===== src/rtl/rcc_pkg.sv =====
package rcc_pkg;
    localparam int PART_W = 16;

    typedef enum logic [1:0] {
        RC_SINGLE = 2'd0,
        RC_DOUBLE = 2'd1,
        RC_TRIPLE = 2'd2,
        RC_OFF    = 2'd3
    } rc_mode_e;

    typedef struct packed {
        logic [PART_W-1:0] data;
        logic              err;
        logic              unc;
    } rc_result_t;

    function automatic logic even_par(input logic [PART_W-1:0] w);
        return ^w;
    endfunction
endpackage


===== src/rtl/rcc_wr_parity.sv =====
module rcc_wr_parity
    import rcc_pkg::*;
#(
    parameter int NUM_PARTS = 4,
    localparam int SEG_W = NUM_PARTS * PART_W
) (
    input  logic [SEG_W-1:0]     data_i,
    output logic [NUM_PARTS-1:0] par_o
);
    for (genvar k = 0; k < NUM_PARTS; k++) begin : g_par
        assign par_o[k] = even_par(data_i[k*PART_W +: PART_W]);
    end
endmodule


===== src/rtl/rcc_part_corrector.sv =====
module rcc_part_corrector
    import rcc_pkg::*;
(
    input  rc_mode_e          mode_i,
    input  logic [PART_W-1:0] d0_i,
    input  logic [PART_W-1:0] d1_i,
    input  logic [PART_W-1:0] d2_i,
    input  logic              p0_i,
    input  logic              p1_i,
    input  logic              p2_i,
    output rc_result_t        res_o
);
    logic              ok0, ok1, ok2, vote_ok, same3, vp;
    logic [PART_W-1:0] vd;

    always_comb begin
        ok0     = (even_par(d0_i) == p0_i);
        ok1     = (even_par(d1_i) == p1_i);
        ok2     = (even_par(d2_i) == p2_i);
        vd      = (d0_i & d1_i) | (d0_i & d2_i) | (d1_i & d2_i);
        vp      = (p0_i & p1_i) | (p0_i & p2_i) | (p1_i & p2_i);
        vote_ok = (even_par(vd) == vp);
        same3   = (d0_i == d1_i) && (d1_i == d2_i) && (p0_i == p1_i) && (p1_i == p2_i);

        res_o.data = d0_i;
        res_o.err  = 1'b0;
        res_o.unc  = 1'b0;
        unique case (mode_i)
            RC_SINGLE: begin
                res_o.err = !ok0;
                res_o.unc = !ok0;
            end
            RC_DOUBLE: begin
                if (d0_i != d1_i) begin
                    res_o.err = 1'b1;
                    if (ok1 && !ok0)      res_o.data = d1_i;
                    else if (!(ok0 && !ok1)) res_o.unc = 1'b1;
                end
            end
            RC_TRIPLE: begin
                res_o.data = vd;
                if (vote_ok) begin
                    res_o.err = !same3;
                end else begin
                    res_o.err = 1'b1;
                    if (ok0)      res_o.data = d0_i;
                    else if (ok1) res_o.data = d1_i;
                    else if (ok2) res_o.data = d2_i;
                    else          res_o.unc  = 1'b1;
                end
            end
            default: res_o.data = '0;
        endcase
    end
endmodule


===== src/rtl/rcc_top.sv =====
module rcc_top
    import rcc_pkg::*;
#(
    parameter int NUM_PARTS = 4,
    localparam int SEG_W = NUM_PARTS * PART_W
) (
    input  logic                 clk,
    input  logic                 rst,
    input  logic                 in_valid,
    input  logic [1:0]           mode,
    input  logic [SEG_W-1:0]     copy0_data,
    input  logic [SEG_W-1:0]     copy1_data,
    input  logic [SEG_W-1:0]     copy2_data,
    input  logic [NUM_PARTS-1:0] copy0_par,
    input  logic [NUM_PARTS-1:0] copy1_par,
    input  logic [NUM_PARTS-1:0] copy2_par,
    input  logic [SEG_W-1:0]     wr_data,
    output logic [NUM_PARTS-1:0] wr_parity,
    output logic                 out_valid,
    output logic [SEG_W-1:0]     out_data,
    output logic [NUM_PARTS-1:0] out_err,
    output logic [NUM_PARTS-1:0] out_uncorr
);
    rc_mode_e                mode_e;
    logic                    take;
    logic [SEG_W-1:0]        nxt_data;
    logic [NUM_PARTS-1:0]    nxt_err, nxt_unc;

    assign mode_e = rc_mode_e'(mode);
    assign take   = in_valid && (mode_e != RC_OFF);

    rcc_wr_parity #(.NUM_PARTS(NUM_PARTS)) u_wr_parity (
        .data_i (wr_data),
        .par_o  (wr_parity)
    );

    for (genvar k = 0; k < NUM_PARTS; k++) begin : g_part
        rc_result_t res;
        rcc_part_corrector u_corr (
            .mode_i (mode_e),
            .d0_i   (copy0_data[k*PART_W +: PART_W]),
            .d1_i   (copy1_data[k*PART_W +: PART_W]),
            .d2_i   (copy2_data[k*PART_W +: PART_W]),
            .p0_i   (copy0_par[k]),
            .p1_i   (copy1_par[k]),
            .p2_i   (copy2_par[k]),
            .res_o  (res)
        );
        assign nxt_data[k*PART_W +: PART_W] = res.data;
        assign nxt_err[k] = res.err;
        assign nxt_unc[k] = res.unc;
    end

    always_ff @(posedge clk) begin
        if (rst || !take) begin
            out_valid  <= 1'b0;
            out_data   <= '0;
            out_err    <= '0;
            out_uncorr <= '0;
        end else begin
            out_valid  <= 1'b1;
            out_data   <= nxt_data;
            out_err    <= nxt_err;
            out_uncorr <= nxt_unc;
        end
    end


    valid_follow_chk: assert property (@(posedge clk) disable iff (rst)
        $past(!rst) |-> out_valid == $past(in_valid && mode != 2'd3));


    idle_zero_chk: assert property (@(posedge clk) disable iff (rst)
        !out_valid |-> (out_data == '0 && out_err == '0 && out_uncorr == '0));


    unc_implies_err_chk: assert property (@(posedge clk) disable iff (rst)
        (out_uncorr & ~out_err) == '0);


    single_pass_chk: assert property (@(posedge clk) disable iff (rst)
        $past(!rst && in_valid && mode == 2'd0) |-> out_data == $past(copy0_data));


    double_match_chk: assert property (@(posedge clk) disable iff (rst)
        $past(!rst && in_valid && mode == 2'd1 && copy0_data == copy1_data)
        |-> (out_data == $past(copy0_data) && out_err == '0));
endmodule


===== config.mk =====
export PLATFORM = sky130hd
export DESIGN_NAME = rcc_top
export DESIGN_NICKNAME = d
export VERILOG_FILES = /design/src/rtl/rcc_pkg.sv /design/src/rtl/rcc_wr_parity.sv /design/src/rtl/rcc_part_corrector.sv /design/src/rtl/rcc_top.sv
export SDC_FILE = /design/constraint.sdc
export NUM_CORES = 1
export LEC_CHECK = 0
export BUFFER_PORTS_ARGS = -buffer_cell sky130_fd_sc_hd__buf_2
export CAP_MARGIN = 20
export CORE_AREA = 2 2 154 156
export CTS_BUF_LIST = sky130_fd_sc_hd__clkbuf_8
export CTS_CLUSTER_SIZE = 10
export DETAILED_ROUTE_END_ITERATION = 16
export DIE_AREA = 0 0 156 158
export GPL_TIMING_DRIVEN = 0
export HOLD_SLACK_MARGIN = 0.08
export MAX_ROUTING_LAYER = met4
export PLACE_DENSITY = 0.85
export SYNTH_ARGS = -nofsm -noshare
export SYNTH_HDL_FRONTEND = slang
export SYNTH_SLANG_ARGS = --single-unit

===== constraint.sdc =====
create_clock -name clk -period 3.3 [get_ports clk]
set_input_delay 0.33 -clock clk [delete_from_list [all_inputs] [get_ports clk]]
set_output_delay 0.33 -clock clk [all_outputs]
set_load 0.01 [all_outputs]

Word level (Yosys, flattened, before mapping). Cells that the tools add are included.

Reduce and logical (&&, ||, !) cells: 56. Equal/unequal tests: 39. Mux-type cells: 61. Bitwise logic cells: 40.

Operator list (count): 2-to-1 mux 16 bit (20); parity 16 bit (20); AND 16 bit (12); case mux 16 bit (3 select lines) (4); == test 16 bit (8); OR 16 bit (8); 2-to-1 mux 18 bit (4); inequality test 16 bit (4); 2-to-1 mux 1 bit (29); == test 1 bit (24); case mux 2 bit (3 select lines) (4); logical AND 1 bit (21); zero test 1 bit (13); AND 1 bit (12); OR 1 bit (8); == test 2 x 1 -> 1 bit, second input constant (1); == test 2 bit, second input constant (1); zero test 2 bit (1); inequality test 2 bit, second input constant (1); logical OR 1 bit (1).

Logic and storage cells: 200. Flip-flop bits (word level): 73. Bits of input ports: 273. Output and inout bits: 77.

Logic depth before layout (Yosys ltp).
Depth in word-level cells: 8. Gate-level depth with buffers: 12. Gate-level depth less buffers: 9.

Cells and area by module. Synthesis repeated with hierarchy kept, for this count alone.

Cells, all modules: 1575. Area total of the unflattened synthesis: 13341.5 sq um.

Modules (own cells, without submodules): rcc_part_corrector at g_part[0].u_corr ... (cells each 345, times used 3, area an instance 2680.1 sq um); rcc_part_corrector at g_part[3].u_corr (cells each 310, times used 1, area an instance 2411.1 sq um); rcc_top (cells each 170, times used 1, area an instance 2364.8 sq um); rcc_wr_parity (cells each 60, times used 1, area an instance 525.5 sq um).

Worst setup path after synthesis. No wires, ideal clock.

Path type: in2reg. From: input port copy0_data[63]. To: register out_data[62]. Stages on the path: 12. Path slack: -0.184 ns. Data arrival time: 3.362 ns. Setup time: 0.122 ns. Path through: xor2_1 -> xnor2_1 -> xnor3_1 -> xnor2_1 -> clkbuf_1 -> ha_1 -> and3_1 -> clkbuf_1 -> clkbuf_1 -> mux2i_1 -> nor2_1 -> a221o_1.

Word-level cells in the longest chain between the ends: 7. Elaborated cells on any way between the ends: 16. Classes of those cells: 3 x eq/ne; 5 x mux; 4 x bitwise; 4 x reduce/logical.

RTL lines: start: declaration (RTL line rcc_top.sv:11) `input logic [SEG_W-1:0] copy0_data,`; AND 16 bit / parity 16 bit (equally long branches) (RTL line rcc_part_corrector.sv:20, rcc_pkg.sv:18); OR 16 bit / == test 1 bit (equally long branches) (RTL line rcc_part_corrector.sv:20, rcc_part_corrector.sv:17); OR 16 bit / zero test 1 bit (equally long branches) (RTL line rcc_part_corrector.sv:20, rcc_part_corrector.sv:36); parity 16 bit / logical AND 1 bit (equally long branches) (RTL line rcc_pkg.sv:18, rcc_part_corrector.sv:36); == test 1 bit / 2-to-1 mux 16 bit (equally long branches) (RTL line rcc_part_corrector.sv:22, rcc_part_corrector.sv:36); 2-to-1 mux 16 bit / 2-to-1 mux 18 bit (equally long branches) (RTL line rcc_part_corrector.sv:42, rcc_part_corrector.sv:34); case mux 16 bit (3 select lines) * (RTL line rcc_part_corrector.sv:28) `unique case (mode_i)`; end signal: assignment (RTL line rcc_top.sv:62) `out_data <= nxt_data;`; end: declaration (RTL line rcc_top.sv:20) `output logic [SEG_W-1:0] out_data,`.

Every way passes the cells marked *; elsewhere a longest branch is shown, timed or not. A chain may end at the register's enable or synchronous reset.

Final worst setup path.
From: input port copy0_data[13]. To: register out_data[6].

The elaborated chain is that of the path after synthesis.

==> flow_summary.ini <==
[worst_setup_path]
worstPathRequired_ps = 3550
cp_max_fo = 10
startpoint = copy0_data[13]
worst_setup_path_end_kind = register
cpPeakStageDelay_ps = 530
worstSetupEndpoint = out_data[6]
worstPathArrival_ps = 3460
cp_slowest_cell = xnor3_1
critical_path_class = input port to register
crit_chain = buf_2, xor2_1, xnor2_1, xnor3_1, xnor2_4, clkbuf_2, ha_1, and3_2, clkbuf_4, mux2i_1, nor2_1, a221o_1
crit_path_start_kind = input port

[timing]
holdWs_ps = 301
hold_viol = 0
maxSlewViolCount = 0
relSlewSlack_pct = 46.0
setup_violations = 0
fmax_mhz = 311
rsz0062_at_grt = false
fin_crit_sh_pct = 97.3
worstMarginPinSlew_ps = 806
min_period_ps = 3210
tns_ps = 0

[global_routing]
grt_max_degree = 13
grt-ovfl-total = 0
grt_usage_pct = 30.3
use_met2_pct = 51.8
use_met1_pct = 36.5
grt-busiest-layer = met2
antenna_found_initial = 2
grt_pass1_wl_um = 57100
grt_pass1_vias = 10800
gr-usage-met3_pct = 5.23

[yosys]
async_reset_ff_share_pct = 0
synth_area_leaders = xnor2_1, ha_1, dfxtp_1
synth_most_common_cell = xnor2_1
synth.distinct_cells = 43
synthesis.area_mm2 = 0.0111
yosys.area.top_type = xnor2_1
postSynthAreaPerCell_um2 = 8.97
syn_nets = 1651
ys_top_cells_by_count = xnor2_1, ha_1, mux2i_1
ys.flop_type = dfxtp_1
ys_seq_area_share_pct = 13.2
netlist_instances = 1238
yosys.area.top_type_share_pct = 18.3
yosysWarningCount = 0
ys_ff_latch = 73
synth_edf_count = 0

[clocking]
holdBufCountCts = 0
clk_pin_slew_ps = 100
htree_num_levels = 3
numCtsBuffers = 9
tritoncts = done
ctsResizeCount = 22
cts-root-buf = clkbuf_8
clock-sinks = 73
max-clock-path-buffers = 2
cts_setup_buffers = 0

[pwr]
total_power_mw = 8.31
ir_worst_vdd_uv = 334
cellPowerDensity_mw_per_mm2 = 614
p_leak_nw = 6.52

[routing]
final_antenna_net_count = 0
wire_per_inst_um = 20.2
drt_iter0_drc = 994
postRouteWirelength_um = 38100
num_vias = 11400
vias_per_cell = 6.05
drc = 0
dr.pass1.iters = 6

[placed_design]
place_inst = 1877
dp_hpwl_um = 30100
gp_congestion = 0.953
io_buffers = 349

[hold_path]
hold_class = input port to register
whs_path_depth = 3
holdCritStartpoint = copy0_data[26]

[cells_and_area]
fin_nets = 2007
drive_gt1_share_pct = 26.3
areaGrowthSynthToFinish_pct = 21.9
final_cell_count_no_fill = 1889

[floorplan]
io_pins = 350
die_x_um = 156
std_cell_rows = 56
core-area_mm2 = 0.0231
initial_core_util_pct = 48.2
die_y_um = 158
die-area_mm2 = 0.0246

[flow_run]
cap_violations = 0

[status]
status = complete, no violations
[layout by cell type, fill, tap and decap left out, types with 6 or more instances in the layout]
cell type  instances
o21ai_1           28
xnor2_2            9
nor2_1           102
a221o_1           32
a211oi_1          33
clkbuf_8           9
o22a_1            32
o211a_1           32
inv_1             34
xnor3_1           26
nand4_1            9
buf_4              7
nor4_1            32
mux2i_1          128
o211ai_1          32
buf_2            354
xnor2_1          224
o21ai_0           36
dfxtp_1           73
clkbuf_2           8
a211o_1           32
clkbuf_1          24
nand2_1           67
a21oi_1            6
xor2_1            28
ha_1             140
[per-stage QoR]
| stage | area [um2] | utilization, % | setup slack (ps) |
|---|---|---|---|
| after floorplan | 11100 | - | 12.4 |
| after global placement | 13200 | 57.4 | -984 |
| after detailed placement | 13200 | 57.4 | -1010 |
| after CTS | 13500 | 58.5 | 85.3 |
| after global routing | 13500 | 58.7 | 18.6 |
| final | 13500 | 58.7 | 89.2 |
[worst min-delay path by stage]
stage,endpoint,slack [ps]
3_5_place_dp,out_data[27],690
2_1_floorplan,out_uncorr[0],490
3_3_place_gp,out_data[27],700
6_report,out_data[26],300
5_1_grt,out_data[23],320
4_1_cts,out_data[26],290
[layout make-up]
cell class | instances | area (um2)
tap | 290 | 363
multi-input combinational | 1078 | 9370
buffer | 50 | 260
clock inverter | 6 | 85.1
clock buffer | 9 | 124
inverter | 33 | 124
sequential | 73 | 1460
timing repair buffer | 349 | 1750
fill | 2015 | 9520
antenna | 1 | 2.50
[flip-flops by register name, summed over array words and instances (netlist names)]
name and count:
out_err 4, out_valid 1, out_uncorr 4, out_data 64
[critical path: cells and delay by family]
family | cells | cell delay [ps]
AOI/OAI and AO/OA | 1 | 320
xor gates and xnor gates | 4 | 1230
adders and majority gates | 1 | 180
buffers and inverters | 3 | 770
muxes | 1 | 220
and+or+nand+nor | 2 | 400
[power breakdown]
part | internal, mW | switching, mW
registers | 1.01 | 0.0339
clock network | 0.420 | 0.426
logic | 2.79 | 3.63
total | 4.22 | 4.09
[metal layers]
layer | vias to the layer above | wire [um]
li1 | 5295 | -
met4 | 0 | 1030
met1 | 5429 | 15600
met5 | - | 0
met3 | 91 | 3120
met2 | 614 | 18400
[logic make-up after synthesis]
| family | after synthesis | synth area share (%) |
|---|---|---|
| AO/OA/AOI/OAI | 276 | 19.3 |
| XOR/XNOR | 292 | 26.8 |
| adder cells (fa/ha/maj) | 140 | 15.8 |
| buffers and inverters | 87 | 3.37 |
| flip-flops | 73 | 13.2 |
| multiplexers | 128 | 11.5 |
| AND/OR/NAND/NOR | 242 | 10.0 |
(Power assumes the default switching activity.)
